**src/rtl/vls_pkg.sv**
```systemverilog
// Shared widths and the packed live-word type for the loop state unit.
// Assumes the first struct member lands on the most significant bits.
package vls_pkg;
    parameter int unsigned LEN_W   = 7;
    parameter int unsigned MAX_LEN = 64;
    parameter int unsigned SUB_W   = 2;
    parameter int unsigned MAX_SUB = 4;
    parameter int unsigned SEL_W   = 10;
    parameter int unsigned EN_W    = 5;
    parameter int unsigned HINT_W  = 7;
    parameter int unsigned WORD_W  = 64;
    localparam int unsigned RSV_W  = WORD_W - 4*LEN_W - 2*SUB_W - SEL_W - EN_W - HINT_W - 2;
    localparam logic [LEN_W-1:0] LEN_CAP = LEN_W'(MAX_LEN);
    localparam logic [SUB_W:0]   SUB_CAP = (SUB_W+1)'(MAX_SUB);

    typedef struct packed {
        logic [LEN_W-1:0]  maxvl;
        logic [LEN_W-1:0]  vl;
        logic [LEN_W-1:0]  srcstep;
        logic [LEN_W-1:0]  dststep;
        logic [SUB_W-1:0]  dsub;
        logic [SUB_W-1:0]  ssub;
        logic [SEL_W-1:0]  rsel;
        logic [EN_W-1:0]   ren;
        logic [RSV_W-1:0]  rsvd;
        logic [HINT_W-1:0] hint;
        logic              persist;
        logic              vfirst;
    } vstate_t;
endpackage

```
**src/rtl/vls_wrchk.sv**
```systemverilog
// Range check and VL clamp for a full-word write.
// Assumes the caller ignores nxt whenever bad is set.
module vls_wrchk
    import vls_pkg::*;
(
    input  logic [WORD_W-1:0] word,
    output vstate_t           nxt,
    output logic              bad
);
    vstate_t w;
    assign w = vstate_t'(word);

    // Flag out-of-range fields and cap VL at MVL.
    always_comb begin
        bad = (w.srcstep >= LEN_CAP) || (w.dststep >= LEN_CAP) ||
              (w.vl > LEN_CAP) || (w.maxvl > LEN_CAP);
        nxt = w;
        if (w.vl > w.maxvl) nxt.vl = w.maxvl;
    end
endmodule

```
**src/rtl/vls_setlen.sv**
```systemverilog
// Computes the word after a set-length request.
// Assumes the caller ignores nxt whenever bad is set.
module vls_setlen
    import vls_pkg::*;
(
    input  vstate_t          cur,
    input  logic [LEN_W:0]   req_len,
    input  logic [LEN_W-1:0] req_mvl,
    output vstate_t          nxt,
    output logic             bad
);
    logic [LEN_W-1:0] new_vl;

    // Pick min(length, MVL), clear the steps and drop persist on any change.
    always_comb begin
        bad    = (req_mvl == '0) || (req_mvl > LEN_CAP);
        new_vl = (req_len > {1'b0, req_mvl}) ? req_mvl : req_len[LEN_W-1:0];
        nxt         = cur;
        nxt.maxvl   = req_mvl;
        nxt.vl      = new_vl;
        nxt.srcstep = '0;
        nxt.dststep = '0;
        nxt.dsub    = '0;
        nxt.ssub    = '0;
        if ((new_vl != cur.vl) || (req_mvl != cur.maxvl)) nxt.persist = 1'b0;
    end
endmodule

```
**src/rtl/vls_stepper.sv**
```systemverilog
// Advances the substep (inner) and element step (outer) counters.
// Assumes go is already gated by the vertical-first mode selection.
module vls_stepper
    import vls_pkg::*;
(
    input  vstate_t        cur,
    input  logic [SUB_W:0] subvl,
    input  logic           go,
    output vstate_t        nxt,
    output logic           done,
    output logic           bad
);
    logic [SUB_W-1:0] sub_n;
    logic             last_sub;

    assign last_sub = ({1'b0, cur.dsub} == (subvl - 1'b1));

    // Step the counters once, wrapping the whole loop at VL-1.
    always_comb begin
        bad   = go && ((subvl == '0) || (subvl > SUB_CAP));
        nxt   = cur;
        done  = 1'b0;
        sub_n = cur.dsub + 1'b1;
        if (go && !bad && (cur.vl != '0)) begin
            if (last_sub) begin
                sub_n = '0;
                if (cur.dststep == cur.vl - 1'b1) begin
                    nxt.srcstep = '0;
                    nxt.dststep = '0;
                    done        = 1'b1;
                end else begin
                    nxt.srcstep = cur.srcstep + 1'b1;
                    nxt.dststep = cur.dststep + 1'b1;
                end
            end
            nxt.dsub = sub_n;
            nxt.ssub = sub_n;
        end
    end
endmodule

```
**src/rtl/vls_core.sv**
```systemverilog
// Loop state unit top: live word, save copy and link copy, fixed request
// priority. Assumes one request class wins per cycle; the others are dropped.
module vls_core
    import vls_pkg::*;
(
    input  logic              clk,
    input  logic              rst_n,
    input  logic              wr_en,
    input  logic [WORD_W-1:0] wr_data,
    input  logic              setvl_en,
    input  logic [LEN_W:0]    setvl_len,
    input  logic [LEN_W-1:0]  setvl_mvl,
    input  logic              elem_adv,
    input  logic              step_req,
    input  logic [SUB_W:0]    subvl,
    input  logic              exc_enter,
    input  logic              exc_return,
    input  logic              link_swap,
    output logic [WORD_W-1:0] state_o,
    output logic [WORD_W-1:0] save_o,
    output logic [WORD_W-1:0] link_o,
    output logic              illegal_o,
    output logic              done_o,
    output logic              active_o
);
    vstate_t st_q, sr_q, lk_q;
    vstate_t wr_nxt, sl_nxt, sp_nxt;
    logic    wr_bad, sl_bad, sp_bad, sp_done, adv_go;
    logic    ill_q, done_q;

    assign adv_go = st_q.vfirst ? step_req : elem_adv;

    vls_wrchk u_wr (.word(wr_data), .nxt(wr_nxt), .bad(wr_bad));

    vls_setlen u_sl (.cur(st_q), .req_len(setvl_len), .req_mvl(setvl_mvl),
                     .nxt(sl_nxt), .bad(sl_bad));

    vls_stepper u_sp (.cur(st_q), .subvl(subvl), .go(adv_go),
                      .nxt(sp_nxt), .done(sp_done), .bad(sp_bad));

    // Apply the highest-priority request and register the pulses.
    always_ff @(posedge clk) begin
        if (!rst_n) begin
            st_q   <= '0;
            sr_q   <= '0;
            lk_q   <= '0;
            ill_q  <= 1'b0;
            done_q <= 1'b0;
        end else begin
            ill_q  <= 1'b0;
            done_q <= 1'b0;
            if (exc_enter) begin
                sr_q <= st_q;
            end else if (exc_return) begin
                st_q <= sr_q;
            end else if (link_swap) begin
                st_q <= lk_q;
                lk_q <= st_q;
            end else if (wr_en) begin
                if (wr_bad) ill_q <= 1'b1;
                else        st_q  <= wr_nxt;
            end else if (setvl_en) begin
                if (sl_bad) ill_q <= 1'b1;
                else        st_q  <= sl_nxt;
            end else if (adv_go) begin
                if (sp_bad) ill_q <= 1'b1;
                else begin
                    st_q   <= sp_nxt;
                    done_q <= sp_done;
                end
            end
        end
    end

    assign state_o   = st_q;
    assign save_o    = sr_q;
    assign link_o    = lk_q;
    assign illegal_o = ill_q;
    assign done_o    = done_q;
    assign active_o  = (st_q != '0);

    AST_VL_CAPPED: assert property (@(posedge clk) disable iff (!rst_n)
        st_q.vl <= st_q.maxvl);

    AST_ILLEGAL_FROZEN: assert property (@(posedge clk) disable iff (!rst_n)
        illegal_o |-> (st_q == $past(st_q)));

    AST_SAVE_SNAPSHOT: assert property (@(posedge clk) disable iff (!rst_n)
        ($past(rst_n) && $past(exc_enter)) |->
        ((save_o == $past(state_o)) && (st_q == $past(st_q))));

    AST_DONE_CLEARED: assert property (@(posedge clk) disable iff (!rst_n)
        done_o |-> ((st_q.srcstep == '0) && (st_q.dststep == '0) && (st_q.dsub == '0)));

    AST_VFIRST_HOLD: assert property (@(posedge clk) disable iff (!rst_n)
        ($past(rst_n) && $past(st_q.vfirst) && $past(elem_adv) && !$past(step_req) &&
         !$past(exc_enter || exc_return || link_swap || wr_en || setvl_en))
        |-> (st_q == $past(st_q)));
endmodule

```
**config.mk**
```make
export PLATFORM = sky130hd
export DESIGN_NAME = vls_core
export DESIGN_NICKNAME = d
export VERILOG_FILES = /design/src/rtl/vls_pkg.sv /design/src/rtl/vls_wrchk.sv /design/src/rtl/vls_setlen.sv /design/src/rtl/vls_stepper.sv /design/src/rtl/vls_core.sv
export SDC_FILE = /design/constraint.sdc
export NUM_CORES = 1
export LEC_CHECK = 0
export BUFFER_PORTS_ARGS = -buffer_cell sky130_fd_sc_hd__buf_2
export CAP_MARGIN = 20
export CORE_ASPECT_RATIO = 1.1
export CORE_MARGIN = 8
export CORE_UTILIZATION = 51
export CTS_CLUSTER_DIAMETER = 80
export DETAILED_ROUTE_END_ITERATION = 10
export PLACE_DENSITY = 0.79
export SYNTH_ARGS = -nofsm -noshare
export SYNTH_HDL_FRONTEND = slang
export SYNTH_SLANG_ARGS = --single-unit
```
**constraint.sdc**
```tcl
create_clock -name clk -period 6.3 [get_ports clk]
set_input_delay 0.315 -clock clk [delete_from_list [all_inputs] [get_ports clk]]
set_output_delay 0.315 -clock clk [all_outputs]
set_load 0.05 [all_outputs]
```
**Word level (Yosys, flattened, before mapping)**

Index checks and enable logic that the tools add are counted.

- Input bits: 91
- Output and inout port bits: 195
- Register bits: 194
- Logic and storage cells: 117

- $lt $le $gt $ge: 8
- $add $sub $neg: 5
- Bitwise operators: 6
- Eq/ne operators: 9
- Muxes and demuxes: 23
- Reduce and logical (&&, ||, !) cells: 28

Operators by type and width:

| kind | count |
|---|---|
| two-way mux 64 bit | 6 |
| two-way mux 50 bit | 2 |
| nonzero test 64 bit | 1 |
| two-way mux 14 bit | 2 |
| greater-than comparator 7 bit (second input constant) | 3 |
| two-way mux 18 bit | 1 |
| nonzero test 5 bit | 3 |
| adder 7 x 1 -> 7 bit (second input constant) | 2 |
| >= comparator 7 bit (second input constant) | 2 |
| two-way mux 7 bit | 2 |
| != test 7 bit | 2 |
| != test 5 bit (second input constant) | 2 |
| OR reduction 10 bit | 1 |
| two-way mux 1 bit | 9 |
| greater-than comparator 8 x 7 -> 1 bit | 1 |
| != test 4 bit (second input constant) | 2 |
| nonzero test 4 bit | 2 |
| equality test 7 bit | 1 |
| greater-than comparator 7 bit | 1 |
| zero test 7 bit | 1 |
| AND reduction 7 bit | 1 |
| nonzero test 7 bit | 1 |
| subtractor 7 x 1 -> 7 bit (second input constant) | 1 |
| logical OR 1 bit | 6 |
| other kinds (16) | 24 |

**Depth between registers and ports, before layout**

Gate-level depths: netlist of run 1.

- Depth after elaboration: 13
- Depth in mapped cells: 11

**By module**

From an unflattened synthesis of run 1, not the netlist that was laid out.

- Cell total of the unflattened synthesis: 1546
- Area total of the unflattened synthesis: 12947.4 sq um

By module, submodules not included:

| module | cells an instance | sequential area each (sq um) | area each (sq um) | times used |
|---|---|---|---|---|
| vls_core | 1164 | 3883.7 | 10060.9 | 1 |
| vls_stepper | 163 | 0.0 | 1162.4 | 1 |
| vls_setlen | 124 | 0.0 | 988.4 | 1 |
| vls_wrchk | 95 | 0.0 | 735.7 | 1 |

**Worst setup path before layout of run 1**

OpenSTA, ideal clock, no wires.

- Path kind: register to register
- From: register st_q, in the netlist state_o[50]
- To: register st_q, in the netlist state_o[38]
- Slack: 3.570 ns
- Period minus slack after synthesis: 2.730 ns
- Path buffers: 2
- Data required time: 6.212 ns
- Arrival: 2.642 ns
- Stages on the path, launching flop included: 12
- Path through: dfxtp_1 -> clkbuf_1 -> inv_1 -> ha_1 -> nor3b_4 -> mux2i_1 -> mux2i_1 -> o22ai_1 -> a311oi_2 -> buf_2 -> a21oi_1 -> o32ai_2

- Cells in the longest elaborated chain, start to end: 11
- Elaborated cells on any way between the ends: 15
- Classes of those cells: add/sub: 1; eq/ne: 1; mux: 9; reduce/logical: 4

Ends and longest elaborated chain:

| item | RTL line | RTL |
|---|---|---|
| start, declared | vls_core.sv:26 | `vstate_t st_q, sr_q, lk_q;` |
| start signal, assigned | vls_core.sv:55 | `st_q <= sr_q;` |
| start signal, assigned | vls_core.sv:57 | `st_q <= lk_q;` |
| start signal, assigned | vls_core.sv:61 | `else st_q <= wr_nxt;` |
| subtractor 7 x 1 -> 7 bit | vls_stepper.sv:27 | `if (cur.dststep == cur.vl - 1'b1) begin` |
| equality test 7 bit | vls_stepper.sv:27 |  |
| two-way mux 14 bit | vls_stepper.sv:27 |  |
| two-way mux 14 bit | vls_stepper.sv:25 | `if (last_sub) begin` |
| two-way mux 18 bit | vls_stepper.sv:24 | `if (go && !bad && (cur.vl != '0)) begin` |
| two-way mux 50 bit | vls_core.sv:66 | `if (sp_bad) ill_q <= 1'b1;` |
| two-way mux 50 bit | vls_core.sv:65 | `end else if (adv_go) begin` |
| two-way mux 64 bit | vls_core.sv:62 | `end else if (setvl_en) begin` |
| two-way mux 64 bit | vls_core.sv:59 | `end else if (wr_en) begin` |
| two-way mux 64 bit | vls_core.sv:56 | `end else if (link_swap) begin` |
| two-way mux 64 bit | vls_core.sv:54 | `end else if (exc_return) begin` |

Parallel ways exist; a longest one is shown, timed or not. The select of a mux whose other input is x is not followed.
A chain may end at the register's enable or synchronous reset.

**Worst setup path in the final report of run 1**

- From: register st_q, in the netlist state_o[40]
- To: output port active_o

- Cells in the longest elaborated chain, start to end: 1

Ends and longest elaborated chain:

| item | RTL line | RTL |
|---|---|---|
| nonzero test 64 bit | vls_core.sv:80 | `assign active_o = (st_q != '0);` |
| end, declared | vls_core.sv:24 | `output logic active_o` |

Every way passes these cells.

==> results.toml, run 1 <==
[global_routing]
gr-usage-all-layers_pct = 27.24
grt_first_pass_wirelength_microns = 52420
antenna_found_initial = 3
grt_pass1_vias = 9392
overflow = 0
grt_max_degree = 84

[power_and_ir_drop]
pwr_density_cell_mw_per_mm2 = 244.1
ir_drop_mv = 0.1835
leakage_nw = 5.294

[floorplanning]
dieArea_sq_mm = 0.02394
rows = 53
fp.dieH_microns = 161.5
core_area_sq_mm = 0.01897
die_w_microns = 148.3
ios = 286
start_util_pct = 51.74

[logic_synthesis]
synth.distinct_cells = 65
ys_ff_latch = 194
async_flop_share_pct = 0
synth.cell_area_sq_mm = 0.009812
ys.flop_type = "dfxtp_1"
yosys_warnings = 0
synth_nets = 1319
synth_edf_count = 0
synth-seq-area-share_pct = 39.58
syn_inst = 1207
syn_area_per_cell_sq_um = 8.129

[layout]
syn2layout_area_growth_pct = 21.09
fillers = 1736
drive_gt1_share_pct = 25.71
fin_util_pct = 62.65
instances_no_fill = 1688
design_area_sq_mm = 0.01188
nets = 1538

[worst_setup_path]
worst-setup-path-type = "flop to output pin"
r2r_end = "state_o[47]"
timing.rr.start = "state_o[50]"
endpoint = "active_o"
cp_max_fo = 10
cp-start-kind = "flop"
rr_worst_depth = 9
cp.required_ns = 5.98
cp-end-kind = "output pin"
crit_arrival_ns = 2.57
reg2reg_slack_ns = 3.57
crit_path_start = "state_o[40]"

[timing]
finalSetupViolCount = 0
relSlewSlack_pct = 37.78
finalMaxSlewViolations = 0
tightest_slew_ns = 0.9333
post-route-period-util_pct = 45.84
period_minus_slack_ns = 2.888
grt_setup_unrepaired = "no"
hold_viol_final = 0
fmax_mhz = 346.3
finalClockSkew_ns = 0.01146
finalSetupTns_ns = 0
whs_ns = 0.3093

[drt]
ant_nets = 0
avgViaCountPerCell = 5.780
first_pass_iters = 5
vias = 9757
wl_microns = 33860
drt_first_iter_violations = 1044
wl_per_cell_microns = 20.06
drc_errors = 0

[placed_design]
dp_cells = 1653
gp_congestion = 0.9195
hpwl_microns = 23990
placedInstanceArea_sq_mm = 0.01126
place.port_buffers = 285

[clock_network]
postCtsSetupRepairBufs = 0
cts_tree = "done"
cts_buffers = 17
cts_root_buf = "clkbuf_16"
cts_resized = 0
clockBufferDepth = 2
worstSkewPairLatency_ns = 0.44
clk_pin_slew_worst_paths_ns = 0.08
htreeDepth = 4
tritoncts_num_sinks = 194
hold_buffers = 0

[run]
max-cap-violations = 0

[min_path]
hp-class = "primary input to flop"

[outcome]
status = "completed"
registers in the layout (all words and copies together) (netlist names):
signal	count
illegal_o	1
save_o	64
link_o	64
done_o	1
state_o	64
cell usage after synthesis (4+ instances only):
master | count | area share, %
xor2_1 | 8 | 0.71
nand4_1 | 8 | 0.51
mux2i_1 | 106 | 11
and3_1 | 6 | 0.38
nand3_1 | 7 | 0.36
xnor2_1 | 14 | 1.2
o22ai_1 | 11 | 0.70
nor2_1 | 161 | 6.2
nand2_1 | 200 | 7.7
nor4_1 | 16 | 1.0
buf_4 | 5 | 0.38
buf_2 | 5 | 0.25
a221oi_1 | 23 | 2.1
a211oi_1 | 5 | 0.38
a31oi_1 | 8 | 0.51
clkbuf_1 | 72 | 2.8
ha_1 | 21 | 2.7
inv_1 | 41 | 1.6
buf_1 | 12 | 0.46
dfxtp_1 | 194 | 40
o41ai_1 | 6 | 0.54
nor3_1 | 11 | 0.56
a211oi_2 | 6 | 0.77
a22oi_1 | 57 | 4.4
o21ai_0 | 41 | 2.1
o21ai_1 | 4 | 0.20
or2_2 | 6 | 0.38
a21oi_1 | 92 | 4.7
kinds of logic after synthesis:
group                      Yosys count  synth area share [%]
and+or+nand+nor                    441                 19.33
AOI/OAI and AO/OA                  283                 19.64
DFF                                194                 39.58
buffers and inverters              138                 5.764
muxes                              108                 11.04
xor gates and xnor gates            22                 1.964
adders and majority gates           21                 2.678
area by class of cell:
| class | instances | area [sq um] | area share [%] |
|---|---|---|---|
| diodes | 2 | 5.005 | 0.04212 |
| clock buffers | 18 | 439.2 | 3.696 |
| clock inverters | 14 | 166.4 | 1.401 |
| inverters | 41 | 156.4 | 1.316 |
| multi-input cells | 875 | 5396 | 45.42 |
| flip-flops and latches | 194 | 3884 | 32.69 |
| well taps | 247 | 309.0 | 2.601 |
| repair buffers | 297 | 1525 | 12.84 |
how the worst min path moves through the flow:
stage,startpoint,to,cells after the start
floorplan,rst_n,state_o[52],2
global placement,link_o[32],link_o[32],2
detailed placement,link_o[14],link_o[14],2
CTS,wr_data[27],state_o[27],5
global route,wr_data[27],state_o[27],5
finish,wr_data[22],state_o[22],5
metal layers:
metal  share of wire (%)  GRT usage (%)
met3                 9.0          7.499
met5               0.038              0
met4                 3.9          13.18
met1                  41          33.05
met2                  46          43.73
placed cells by master (no fill, tap or decap), drive strengths merged, types with 3 or more instances in the layout:
cell     count
a211oi      11
clkbuf      18
clkinv       3
o211ai       3
nand3        8
buf        297
o22ai       11
nor3b        3
nand2b       3
a21oi       93
o31ai        5
o21ai       47
xor2         8
a22oi       57
nand4        8
nor4        16
a31oi        9
dfxtp      194
or4          4
xnor2       14
o41ai        6
nor2       162
nor3        13
and3         6
a311oi       3
a21o         3
or2          7
inv         49
ha          21
a2111oi      3
mux2i      106
a221oi      23
nand2      203
o21a         3
critical path, stage by stage (launching register included):
cell and delay [ns]:
dfxtp_1 0.45, nor4_1 0.58, nand4_1 0.21, nor4_1 0.52, nand4_1 0.14, buf_2 0.24
power by group:
group | switching, mW | internal, mW | leakage, nW
Clock | 0.518 | 0.612 | 0.299
Combinational | 0.322 | 0.150 | 3.42
Sequential | 0.0466 | 1.25 | 1.57
metrics by stage:
| step | setup WS, ns | power, mW |
|---|---|---|
| floorplan | 3.570 | 1.649 |
| global placement | 2.946 | 1.790 |
| detailed placement | 2.907 | 1.794 |
| CTS | 3.328 | 2.906 |
| global route | 3.367 | 2.999 |
| finish | 3.412 | 2.900 |
Note: power is estimated with default switching activity, not from simulation.
==> run 2: changes to the inputs <==
--- a/config.mk
+++ b/config.mk
@@ -9,10 +9,10 @@
 export CAP_MARGIN = 20
 export CORE_ASPECT_RATIO = 1.1
 export CORE_MARGIN = 8
-export CORE_UTILIZATION = 51
+export CORE_UTILIZATION = 47
 export CTS_CLUSTER_DIAMETER = 80
 export DETAILED_ROUTE_END_ITERATION = 10
-export PLACE_DENSITY = 0.79
+export PLACE_DENSITY = 0.76
 export SYNTH_ARGS = -nofsm -noshare
 export SYNTH_HDL_FRONTEND = slang
 export SYNTH_SLANG_ARGS = --single-unit
==> constraint.sdc (replaced) <==
create_clock -name clk -period 2.6 [get_ports clk]
set_input_delay 0.13 -clock clk [delete_from_list [all_inputs] [get_ports clk]]
set_output_delay 0.13 -clock clk [all_outputs]
set_load 0.05 [all_outputs]
==> results.toml, run 2 (same netlist as run 1, synthesis figures left out) <==
[clock_network]
cts_tree = "done"
tritoncts_num_sinks = 194
cts_root_buf = "clkbuf_16"
htreeDepth = 4
clockBufferDepth = 2
worstSkewPairLatency_ns = 0.44
postCtsSetupRepairBufs = 0
cts_buffers = 17
clk_pin_slew_worst_paths_ns = 0.08

[layout]
register_area_sq_mm = 0.003886
fillers = 1858
syn2layout_area_growth_pct = 26.10
final_cell_mix = "buf_2 (283), nand2_1 (199), dfxtp_1 (192)"
instances_no_fill = 1746
multiInputGateArea_sq_mm = 0.005415
nets = 1587
design_area_sq_mm = 0.01237
drive_gt1_share_pct = 28.49
layout_commonest_cell = "buf_2"
fin_util_pct = 60.34

[drt]
drc_errors = 0
wl_microns = 35820
drt_first_iter_violations = 748
first_pass_iters = 5
vias = 10003
wl_per_cell_microns = 20.52
ant_nets = 0
avgViaCountPerCell = 5.729

[worst_setup_path]
worst-setup-path-type = "flop to output pin"
cp-start-kind = "flop"
cp.buffers_inverters = 2
cp-end-kind = "output pin"
crit_arrival_ns = 2.33
cp.required_ns = 2.47
cp_max_fo = 9
path_cells = "nor4_2, buf_4, nand4_1, nor4_2, nand4_1, buf_2"
cp_top_family = "simple AND/OR/NAND/NOR gates"
cp_slowest_cell = "dfxtp_1"
max_stage_delay_ns = 0.45

[global_routing]
use_met3_pct = 6.771
overflow = 0
grt_max_degree = 91
gr-usage-all-layers_pct = 26.93
antenna_found_initial = 2
grt_first_pass_wirelength_microns = 55770
met2_usage_pct = 44.87
grt-busiest-layer = "met2"
grt_pass1_vias = 9805
grtUsageMet1_pct = 32.69

[floorplanning]
rows = 55
fp.dieH_microns = 167.5
core_area_sq_mm = 0.02051
die_w_microns = 153.8
dieArea_sq_mm = 0.02576
ios = 286
start_util_pct = 47.85

[min_path]
hp-class = "primary input to flop"

[timing]
period_minus_slack_ns = 2.460
post-route-period-util_pct = 94.61
layout_setup_ws_ns = 0.1402
hold_viol_final = 0
grt_setup_unrepaired = "no"
finalClockSkew_ns = 0.009395
relSlewSlack_pct = 44.27
tightest_slew_ns = 0.8359
fmax_mhz = 406.5
finalMaxSlewViolations = 0
finalSetupViolCount = 0

[power_and_ir_drop]
finalPower_mw = 7.207
ir_drop_mv = 0.4189
swShare_pct = 31.33
pwr-share-seq_pct = 43.3
leakage_nw = 5.564
pwr_density_cell_mw_per_mm2 = 582.5
clkPwrFrac_pct = 39.1
combPwrFrac_pct = 17.6
p_int_mw = 4.949
power.switching_mw = 2.258

[placed_design]
place.port_buffers = 285
hpwl_microns = 25970
placedInstanceArea_sq_mm = 0.01171
pre_cts_ws_ns = -0.04114
gp_congestion = 0.9478
dp_cells = 1712

[run]
max-cap-violations = 0

[outcome]
status = "completed"
-- run 2: cell count changes in the layout (fill, tap and decap cells not counted), sizes merged --
| cell | before | now |
|---|---|---|
| buf | 297 | 346 |
| clkbuf | 18 | 17 |
| clkinv | 3 | 5 |
| inv | 49 | 48 |
-- run 2: final timing paths --
| check | slack (ns) | start | end | cells past startpoint |
|---|---|---|---|---|
| max | 0.14 | state_o[39] | active_o | 6 |
| min | 0.13 | wr_data[20] | state_o[20] | 5 |
| max reg2reg | 0.18 | state_o[51] | state_o[40] | 9 |
| min reg2reg | 0.47 | link_o[12] | link_o[12] | 2 |
-- run 2: worst register-to-register path, stage by stage, from the launching register on --
cell	delay [ns]
dfxtp_2	0.33
inv_1	0.07
ha_1	0.21
nor3b_4	0.18
a311oi_1	0.46
a21oi_1	0.14
nor2_2	0.18
o21a_1	0.42
nand2_8	0.13
o22ai_1	0.22
-- run 2: cell type report --
class                   count  share of cell area [%]
diodes                      2                 0.04045
clock buffers              17                   3.438
clock inverters            15                   1.699
inverters                  41                   1.284
multi-input cells         875                   43.77
flip-flops and latches    194                   31.41
well taps                 256                   2.589
repair buffers            346                   15.78
-- run 2: routing by layer --
metal	wire, microns	share of wire (%)	vias up
met5	8	0.022	-
met3	2770	7.7	77
met1	14770	41	4724
met4	1178	3.3	2
li1	-	-	4752
met2	17100	48	448
-- run 2: stage by stage --
| stage | hold slack [ns] | TNS (ns) |
|---|---|---|
| after floorplan | 0.2922 | 0 |
| after global placement | 0.4541 | -0.002258 |
| after detailed placement | 0.4589 | -0.05921 |
| after CTS | 0.1119 | 0 |
| after global routing | 0.1507 | 0 |
| final | 0.1256 | 0 |
-- run 2: power groups by stage --
| stage | clock (mW) | sequential (mW) | combinational (mW) |
|---|---|---|---|
| 2_1_floorplan | 0 | 3.38 | 0.619 |
| 3_3_place_gp | 0 | 3.19 | 1.25 |
| 3_5_place_dp | 0 | 3.19 | 1.25 |
| 4_1_cts | 2.85 | 3.12 | 1.26 |
| 5_1_grt | 2.97 | 3.13 | 1.36 |
| 6_report | 2.82 | 3.12 | 1.27 |
-- run 2: timing repair --
action / CTS / global route
resized for setup: 1 / 2
pin swaps: 0 / 0
hold buffers: 0 / 0
endpoints found under the setup margin: 1 / 9
==> run 3: changes to the inputs <==
--- a/config.mk
+++ b/config.mk
@@ -5,14 +5,15 @@
 export SDC_FILE = /design/constraint.sdc
 export NUM_CORES = 1
 export LEC_CHECK = 0
-export BUFFER_PORTS_ARGS = -buffer_cell sky130_fd_sc_hd__buf_2
+export BUFFER_PORTS_ARGS = -buffer_cell sky130_fd_sc_hd__buf_4
 export CAP_MARGIN = 20
 export CORE_ASPECT_RATIO = 1.1
 export CORE_MARGIN = 8
-export CORE_UTILIZATION = 47
+export CORE_UTILIZATION = 50
 export CTS_CLUSTER_DIAMETER = 80
 export DETAILED_ROUTE_END_ITERATION = 10
-export PLACE_DENSITY = 0.76
+export PLACE_DENSITY = 0.77
 export SYNTH_ARGS = -nofsm -noshare
 export SYNTH_HDL_FRONTEND = slang
+export SYNTH_HIERARCHICAL = 1
 export SYNTH_SLANG_ARGS = --single-unit
==> results.toml, run 3 <==
[timing]
hold_viol_final = 0
grt_setup_unrepaired = "no"
whs_ns = 0.04668
finalMaxSlewViolations = 0
layout_setup_ws_ns = 0.08487
tightest_slew_ns = 0.8794
finalClockSkew_ns = 0.01072
finalSetupViolCount = 0
finalSetupTns_ns = 0
fmax_mhz = 397.6
relSlewSlack_pct = 41.37
period_minus_slack_ns = 2.515
post-route-period-util_pct = 96.74

[power_and_ir_drop]
p_int_mw = 5.244
power.switching_mw = 2.397
ir_drop_mv = 0.3449
clkPwrFrac_pct = 35.8
leakage_nw = 6.308
pwr_density_cell_mw_per_mm2 = 510.6
pwr-share-seq_pct = 41.7
swShare_pct = 31.38
combPwrFrac_pct = 22.5

[worst_setup_path]
timing.rr.start = "state_o[53]"
crit_arrival_ns = 2.39
cp-end-kind = "output pin"
worst-setup-path-type = "flop to output pin"
path_cells = "buf_4, nor4_4, nand4_1, or4_1, buf_4"
cp_slowest_cell = "or4_1"
reg2reg_slack_ns = 0.18
cp.buffers_inverters = 2
path_common_cell = "buf_4"
cp_max_fo = 6
cp.required_ns = 2.47
cp-start-kind = "flop"
max_stage_delay_ns = 0.55
crit_path_start = "state_o[56]"
cp_top_family = "simple AND/OR/NAND/NOR gates"

[floorplanning]
die_w_microns = 169.4
rows = 61
start_util_pct = 51.10
dieArea_sq_mm = 0.03131
core_area_sq_mm = 0.02534
ios = 286
fp.dieH_microns = 184.8

[logic_synthesis]
synth_compound_area_share_pct = 12.90
async_flop_share_pct = 0
synth-seq-area-share_pct = 30.00
syn_area_per_cell_sq_um = 8.375
netlist.area_leader.share_pct = 30.00
yosys.area_share.simple_pct = 21.54
syn_inst = 1546
synth_mux_area_share_pct = 16.82
synth_fa_ha_area_share_pct = 1.836
synth.cell_area_sq_mm = 0.01295
synth_common_cells = "nand2_1 (336), mux2i_1 (203), dfxtp_1 (194)"
synth.distinct_cells = 62
synth_edf_count = 0
ys_ff_latch = 194
post-synth-top-count-cell = "nand2_1"
synth_xor_area_share_pct = 2.097
synthTopCellsByArea = "dfxtp_1 (30%), mux2i_1 (16%), nand2_1 (9.7%)"
synth_top_family_by_area = "simple AND/OR/NAND/NOR gates"
ys.flop_type = "dfxtp_1"
yosys_warnings = 6
synth_area_leader_cell = "dfxtp_1"

[drt]
first_pass_iters = 5
wl_per_cell_microns = 19.94
vias = 11178
avgViaCountPerCell = 5.528
ant_nets = 0
drt_first_iter_violations = 919
drc_errors = 0
wl_microns = 40320

[global_routing]
grt_pass1_vias = 11069
grt_first_pass_wirelength_microns = 62310
overflow = 0
antenna_found_initial = 0
gr-usage-all-layers_pct = 25.00
grt_max_degree = 103

[layout]
insertedDiodeCount = 0
layout_commonest_cell = "nand2_1"
fin_util_pct = 59.06
drive_gt1_share_pct = 25.42
final_cell_mix = "nand2_1 (336), buf_4 (333), mux2i_1 (203)"
syn2layout_area_growth_pct = 15.58
nets = 1774

[placed_design]
place.port_buffers = 285
gp_congestion = 0.9620
pre_cts_ws_ns = -0.07743
hpwl_microns = 28490

[min_path]
hp-start = "wr_data[44]"
hp-class = "primary input to flop"

[clock_network]
clockBufferDepth = 2
worstSkewPairLatency_ns = 0.43
htreeDepth = 4
clk_pin_slew_worst_paths_ns = 0.07
cts_buffers = 17
cts_root_buf = "clkbuf_16"
postCtsSetupRepairBufs = 0
cts_tree = "done"
tritoncts_num_sinks = 194

[outcome]
status = "completed"

[run]
max-cap-violations = 0
-- run 3: routing by layer --
layer,global-route usage [%],routed length (microns)
met1,29.94,16690
met2,42.37,19320
met3,6.621,3079
met4,9.423,1236
met5,0,0
-- run 3: power groups by stage --
stage          logic [mW]  clock network (mW)  registers [mW]
4_1_cts              1.69                2.79            3.18
2_1_floorplan        1.00                   0            3.53
5_1_grt              1.83                2.91            3.20
6_report             1.72                2.74            3.19
3_5_place_dp         1.68                   0            3.25
3_3_place_gp         1.65                   0            3.25
-- run 3: path summary, 6_finish.rpt --
check | endpoint | cells past startpoint
worst max register to register | state_o[48] | 10
worst min-delay path | state_o[44] | 3
worst min register to register | link_o[48] | 2
worst max-delay path | active_o | 5
-- run 3: layout make-up --
class / instances / area, sq um
well taps: 346 / 432.9
multi-input cells: 1086 / 7315
fillers: 2298 / 10380
flip-flops and latches: 194 / 3892
clock buffers: 20 / 436.7
clock inverters: 11 / 155.1
repair buffers: 341 / 2643
inverters: 24 / 90.09
-- run 3: timing repair --
item	4_1_cts	5_1_grt
setup endpoints to repair	1	7
gates resized for setup	1	12
hold buffers	0	0
pin swaps	0	1
-- run 3: kinds of logic after synthesis --
group | after synthesis
buffers and inverters | 283
XOR/XNOR | 31
adder cells (fa/ha/maj) | 19
multiplexers | 216
AND/OR/NAND/NOR | 572
other | 1
flip-flops | 194
AO/OA/AOI/OAI | 230
-- run 3: stage by stage --
stage	power, mW	instance area (sq um)	cells
2_1_floorplan	4.534	13020	1563
3_3_place_gp	4.901	14290	1991
3_5_place_dp	4.935	14290	1991
4_1_cts	7.666	14890	2022
5_1_grt	7.938	14960	2022
6_report	7.641	14960	2022
-- run 3: tightest hold or removal path, stage by stage --
cell,delay [ns]
buf_4,0.08
o2111ai_1,0.11
mux2i_1,0.12
